$ cat src/rtl/hcrop_pkg.sv
package hcrop_pkg;
    localparam int CRD_W = 16;

    typedef struct packed {
        logic [CRD_W-1:0] wmax;   // source width - 1
        logic [CRD_W-1:0] hmax;   // line count - 1
        logic [CRD_W-1:0] left;   // first kept column
        logic [CRD_W-1:0] rcode;  // right margin minus one
        logic             bypass;
    } hcrop_cfg_t;
endpackage

$ cat src/rtl/hcrop_shadow.sv
module hcrop_shadow
    import hcrop_pkg::*;
(
    input  logic        clk,
    input  logic        rst_n,
    input  logic        load,
    input  logic [31:0] cfg_size,
    input  logic [31:0] cfg_margin,
    input  logic        cfg_bypass,
    output hcrop_cfg_t  live
);
    hcrop_cfg_t fresh;
    hcrop_cfg_t act_d, act_q;

    always_comb begin
        fresh.wmax   = cfg_size[2*CRD_W-1:CRD_W];
        fresh.hmax   = cfg_size[CRD_W-1:0];
        fresh.left   = cfg_margin[2*CRD_W-1:CRD_W];
        fresh.rcode  = cfg_margin[CRD_W-1:0];
        fresh.bypass = cfg_bypass;
        act_d = act_q;
        if (load) act_d = fresh;
        live = load ? fresh : act_q;
    end

    always_ff @(posedge clk or negedge rst_n) begin
        if (!rst_n) begin
            act_q        <= '0;
            act_q.bypass <= 1'b1;
        end else begin
            act_q <= act_d;
        end
    end
endmodule

$ cat src/rtl/hcrop_pos.sv
module hcrop_pos #(
    parameter int CW = 16
) (
    input  logic          clk,
    input  logic          rst_n,
    input  logic          step,
    input  logic          restart,
    input  logic [CW-1:0] wmax,
    input  logic [CW-1:0] hmax,
    output logic [CW-1:0] cur_x,
    output logic [CW-1:0] cur_y
);
    typedef struct packed {
        logic [CW-1:0] x;
        logic [CW-1:0] y;
    } pos_t;

    pos_t pos_d, pos_q;

    always_comb begin
        cur_x = restart ? '0 : pos_q.x;
        cur_y = restart ? '0 : pos_q.y;
        pos_d = pos_q;
        if (step) begin
            if (cur_x == wmax) begin
                pos_d.x = '0;
                pos_d.y = (cur_y == hmax) ? '0 : cur_y + 1'b1;
            end else begin
                pos_d.x = cur_x + 1'b1;
                pos_d.y = cur_y;
            end
        end
    end

    always_ff @(posedge clk or negedge rst_n) begin
        if (!rst_n) pos_q <= '0;
        else        pos_q <= pos_d;
    end
endmodule

$ cat src/rtl/hcrop_window.sv
module hcrop_window #(
    parameter int CW = 16
) (
    input  logic [CW-1:0] wmax,
    input  logic [CW-1:0] left,
    input  logic [CW-1:0] rcode,
    input  logic          bypass,
    input  logic [CW-1:0] cur_x,
    input  logic [CW-1:0] cur_y,
    output logic          keep,
    output logic          last,
    output logic          first
);
    logic [CW-1:0] last_x;
    logic [CW-1:0] first_x;

    always_comb begin
        last_x  = bypass ? wmax : (wmax - rcode - 1'b1);
        first_x = bypass ? '0 : left;
        keep    = bypass || ((cur_x >= left) && (cur_x <= last_x));
        last    = (cur_x == last_x);
        first   = (cur_y == '0) && (cur_x == first_x);
    end
endmodule

$ cat src/rtl/hcrop.sv
module hcrop
    import hcrop_pkg::*;
#(
    parameter int PIX_W = 24
) (
    input  logic             clk,
    input  logic             rst_n,
    input  logic [31:0]      cfg_size,
    input  logic [31:0]      cfg_margin,
    input  logic             cfg_bypass,
    input  logic             cfg_hold,
    input  logic             in_valid,
    output logic             in_ready,
    input  logic [PIX_W-1:0] in_data,
    input  logic             in_sof,
    output logic             out_valid,
    input  logic             out_ready,
    output logic [PIX_W-1:0] out_data,
    output logic             out_sof,
    output logic             out_eol
);
    typedef struct packed {
        logic             valid;
        logic [PIX_W-1:0] data;
        logic             sof;
        logic             eol;
    } beat_t;

    beat_t            o_d, o_q;
    logic             acc;
    logic             load;
    hcrop_cfg_t       live;
    logic [CRD_W-1:0] cur_x, cur_y;
    logic             win_keep, win_last, win_first;

    assign in_ready = !o_q.valid || out_ready;
    assign acc      = in_valid && in_ready;
    assign load     = acc && in_sof && !cfg_hold;

    hcrop_shadow u_shadow (
        .clk        (clk),
        .rst_n      (rst_n),
        .load       (load),
        .cfg_size   (cfg_size),
        .cfg_margin (cfg_margin),
        .cfg_bypass (cfg_bypass),
        .live       (live)
    );

    hcrop_pos #(.CW(CRD_W)) u_pos (
        .clk     (clk),
        .rst_n   (rst_n),
        .step    (acc),
        .restart (in_valid && in_sof),
        .wmax    (live.wmax),
        .hmax    (live.hmax),
        .cur_x   (cur_x),
        .cur_y   (cur_y)
    );

    hcrop_window #(.CW(CRD_W)) u_win (
        .wmax   (live.wmax),
        .left   (live.left),
        .rcode  (live.rcode),
        .bypass (live.bypass),
        .cur_x  (cur_x),
        .cur_y  (cur_y),
        .keep   (win_keep),
        .last   (win_last),
        .first  (win_first)
    );

    always_comb begin
        o_d = o_q;
        if (o_q.valid && out_ready) o_d.valid = 1'b0;
        if (acc && win_keep) begin
            o_d.valid = 1'b1;
            o_d.data  = in_data;
            o_d.sof   = win_first;
            o_d.eol   = win_last;
        end
    end

    always_ff @(posedge clk or negedge rst_n) begin
        if (!rst_n) o_q <= '0;
        else        o_q <= o_d;
    end

    assign out_valid = o_q.valid;
    assign out_data  = o_q.data;
    assign out_sof   = o_q.sof;
    assign out_eol   = o_q.eol;
endmodule

$ cat config.mk
export PLATFORM = sky130hd
export DESIGN_NAME = hcrop
export DESIGN_NICKNAME = d
export VERILOG_FILES = /design/src/rtl/hcrop_pkg.sv /design/src/rtl/hcrop_shadow.sv /design/src/rtl/hcrop_pos.sv /design/src/rtl/hcrop_window.sv /design/src/rtl/hcrop.sv
export SDC_FILE = /design/constraint.sdc
export NUM_CORES = 1
export LEC_CHECK = 0
export ABC_CLOCK_PERIOD_IN_PS = 5700
export CORE_ASPECT_RATIO = 0.75
export CORE_UTILIZATION = 50
export CTS_CLUSTER_DIAMETER = 50
export CTS_CLUSTER_SIZE = 20
export DETAILED_ROUTE_END_ITERATION = 10
export GPL_TIMING_DRIVEN = 0
export PLACE_DENSITY = 0.86
export SETUP_SLACK_MARGIN = 0.3
export SYNTH_ARGS = -nofsm -noshare
export SYNTH_HDL_FRONTEND = slang
export SYNTH_SLANG_ARGS = --single-unit
$ cat constraint.sdc
create_clock -name clk -period 5.7 [get_ports clk]
set_input_delay 1.14 -clock clk [delete_from_list [all_inputs] [get_ports clk]]
set_output_delay 1.14 -clock clk [all_outputs]
set_load 0.1 [all_outputs]
==> results.toml <==
[global_routing]
grt_util_met1_pct = 47.7
use_met2_pct = 50.8
grt_remaining_overflow = 0
grt_start_max_net_pins = 81
grt_busiest_layer = "met2"
grt_pass1_vias = 8374
antenna_found_initial = 0
track_usage_pct = 34.2
met3_usage_pct = 9.76
grt_pass1_wl_um = 45000

[cells_and_area]
area_growth_pct = 35.6
fin_area_mm2 = 0.0113
fillCellCount = 1198
n_antenna_cell = 0
layout_commonest_cell = "dfrtp_1"
layout-drive-gt1-share_pct = 15.3
nNetsFinal = 1283
mostFrequentLayoutCells = "dfrtp_1 (123), clkdlybuf4s50_1 (117), nand2_1 (107)"
final_cells = 1362

[min_path]
min_from = "u_shadow.act_q[7]$_DFF_PN0_"
hp-class = "flip-flop to flip-flop"

[power]
total_leakage_power_nw = 5.21
ir_drop_mv = 0.561
cellPowerDensity_mw_per_mm2 = 455

[die]
rows = 40
die_w_um = 151
fp.coreArea_mm2 = 0.0162
ios = 123
dieHeight_um = 114
start_util_pct = 51.8
dieArea_mm2 = 0.0173

[yosys]
synth-async-reset-ratio_pct = 100
synthMuxAreaShare_pct = 8.24
syn_nets = 1102
synth_xor_area_share_pct = 2.30
synth-warning-count = 0
synthAdderAreaFrac_pct = 7.65
syn_avg_cell_area_um2 = 8.74
yosys.area_share.simple_pct = 20.8
synth-seq-cells = 124
synthFlopType = "dfrtp_1"
synth_top_family_by_area = "simple AND/OR/NAND/NOR gates"
synth-compound-area-share_pct = 18.6
netlist_instances = 958
ys_seq_area_share_pct = 37.1
synth_edf_count = 0
netlist-cell-type-count = 73
synthesis.area_mm2 = 0.00837

[drt]
viasPerCell = 6.37
vias = 8672
detail_route.wl_per_cell_um = 21.1
ant_nets = 0
wl_um = 28800
drtIter0Drc = 1106
firstDrtPassIters = 8
drc = 0

[setup_path]
crit_path_max_incr_delay_ps = 380
r2r_cells = 28
r2r_setup_slack_ps = 260
crit_start = "in_sof"
crit-reg2reg-capture = "out_data[15]$_DFFE_PN0P_"
cp_slowest_cell = "or3b_4"
arrival_ps = 6180
crit_family = "simple AND/OR/NAND/NOR gates"
path_depth = 26
worst_ep_required_time_ps = 6010
crit_type = "primary input to flip-flop"
cp_common_cell = "buf_12"
r2r_start = "out_valid$_DFFE_PN0P_"
critPathBufInv = 8
cp-end-kind = "flip-flop"
crit_path_max_fanout = 10
critPathLaunchType = "primary input"
crit_end = "out_data[15]$_DFFE_PN0P_"

[clocking]
clkLatencyLatePin_ps = 430
cts_buffers = 17
cts.sink_count = 124
holdBufCountCts = 0
cts_tree = "yes"
h-tree-depth = 4
clockBufferDepth = 2
clock-root-buffer = "clkbuf_16"
cts.reportedPaths.clkPinSlew_ps = 60

[sta]
fin_crit_sh_pct = 103
relSlewSlack_pct = 33.0
grt_setup_unrepaired = "yes"
final_max_slew_viol_count = 0
fin_crit_ps = 5870
fin_hold_ws_ps = 489
tightest_slew_ps = 1000
hold_viol = 0
skew_ps = 7.33
finalSetupTns_ps = -3530
fin_ws_ps = -170
max_freq_mhz = 170
setup_viol = 27

[placement]
place_congestion = 0.965
portBuffers = 121
dp.cells = 1290
placed_area_mm2 = 0.0101
post-dp-hpwl_um = 19700

[status]
status = "finished with violations"
failed_checks = "negative setup slack"

[run]
drv_cap = 0
state kept, by name (all words and copies together) (netlist names):
signal,count
out_data,24
out_eol,1
out_sof,1
u_shadow.act_q,65
out_valid,1
u_pos.pos_q,32
tightest hold or removal path: stages (launching register included):
cell and delay, ps:
dfrtp_1 330, nand2_1 40, nand2_1 80
through the flow:
| stage | setup slack (ps) | utilization [%] | power (mW) |
|---|---|---|---|
| floorplan | -224 | - | 3.09 |
| global placement | -1660 | 62.4 | 3.69 |
| detailed placement | -1680 | 62.5 | 3.76 |
| CTS | -185 | 69.0 | 5.01 |
| global route | -293 | 70.2 | 5.40 |
| finish | -170 | 70.2 | 5.17 |
area by class of cell:
| cell class | instances | area (um^2) | share of cell area, % |
|---|---|---|---|
| Tap cell | 210 | 263 | 2.32 |
| Inverter | 67 | 259 | 2.28 |
| Multi-Input combinational cell | 720 | 5190 | 45.7 |
| Sequential cell | 124 | 3100 | 27.4 |
| Timing Repair Buffer | 162 | 1580 | 13.9 |
| Clock inverter | 13 | 119 | 1.05 |
| Buffer | 47 | 384 | 3.38 |
| Clock buffer | 19 | 453 | 3.99 |
per-layer routing:
metal	vias to the layer above	wire, um
met2	635	12300
met1	4091	11900
li1	3852	-
met4	0	792
met5	-	0
met3	94	3800
cell usage after synthesis, types with 4 or more instances:
cell         n  area share (%)
o22ai_1     19             1.4
clkbuf_1    34             1.5
nand2_1    116             5.2
o211ai_1    13             1.2
inv_1       64             2.9
nor2_1      52             2.3
a22oi_1     10            0.90
mux2_2      28             3.8
and3_1      19             1.4
or3_1        6            0.45
xor2_1       7            0.73
a21o_1      18             1.6
a211oi_1     7            0.63
nor3_1      17             1.0
ha_1        48             7.2
a2bb2oi_1    5            0.52
nand2b_1    10            0.75
mux2i_1     36             4.3
a221o_1      4            0.48
xnor2_1     15             1.6
o21ai_0     72             4.3
nor2b_1     12            0.90
dfrtp_1    123              37
nand3_1     37             2.2
o31ai_1      8            0.72
nand4_1     18             1.3
nor4_1      11            0.82
and2_1      10            0.75
a32oi_1      4            0.42
and4_1       4            0.42
o2111ai_1    5            0.52
nand3b_1     7            0.63
buf_2       10            0.60
a31oi_1      8            0.60
o41ai_1      4            0.42
a21oi_1     37             2.2
logic make-up after synthesis:
logic type / count (synthesis)
and+or+nand+nor: 343
AOI/OAI and AO/OA: 239
DFF: 124
buffers and inverters: 114
muxes: 65
adders and majority gates: 51
xor gates and xnor gates: 22
worst min-delay path by stage:
stage / to / cells after the start
floorplan: u_shadow.act_q[15]$_DFF_PN0_ / 2
global placement: u_shadow.act_q[7]$_DFF_PN0_ / 2
detailed placement: u_shadow.act_q[7]$_DFF_PN0_ / 2
CTS: u_shadow.act_q[7]$_DFF_PN0_ / 2
global route: u_shadow.act_q[7]$_DFF_PN0_ / 2
finish: u_shadow.act_q[7]$_DFF_PN0_ / 2
what timing repair did:
| item | CTS | global route |
|---|---|---|
| endpoints found under the setup margin | 27 | 27 |
| gates resized for setup | 63 | 30 |
| setup buffers | 33 | 6 |
| endpoints found under the hold margin | 0 | 0 |
| gates cloned | 1 | 0 |
| pin swaps | 20 | 11 |
power breakdown:
| group | switching (mW) | internal (mW) | total (mW) |
|---|---|---|---|
| registers | 0.181 | 1.12 | 1.30 |
| logic | 1.77 | 1.03 | 2.80 |
| clock network | 0.445 | 0.623 | 1.07 |
(Power assumes the default switching activity.)
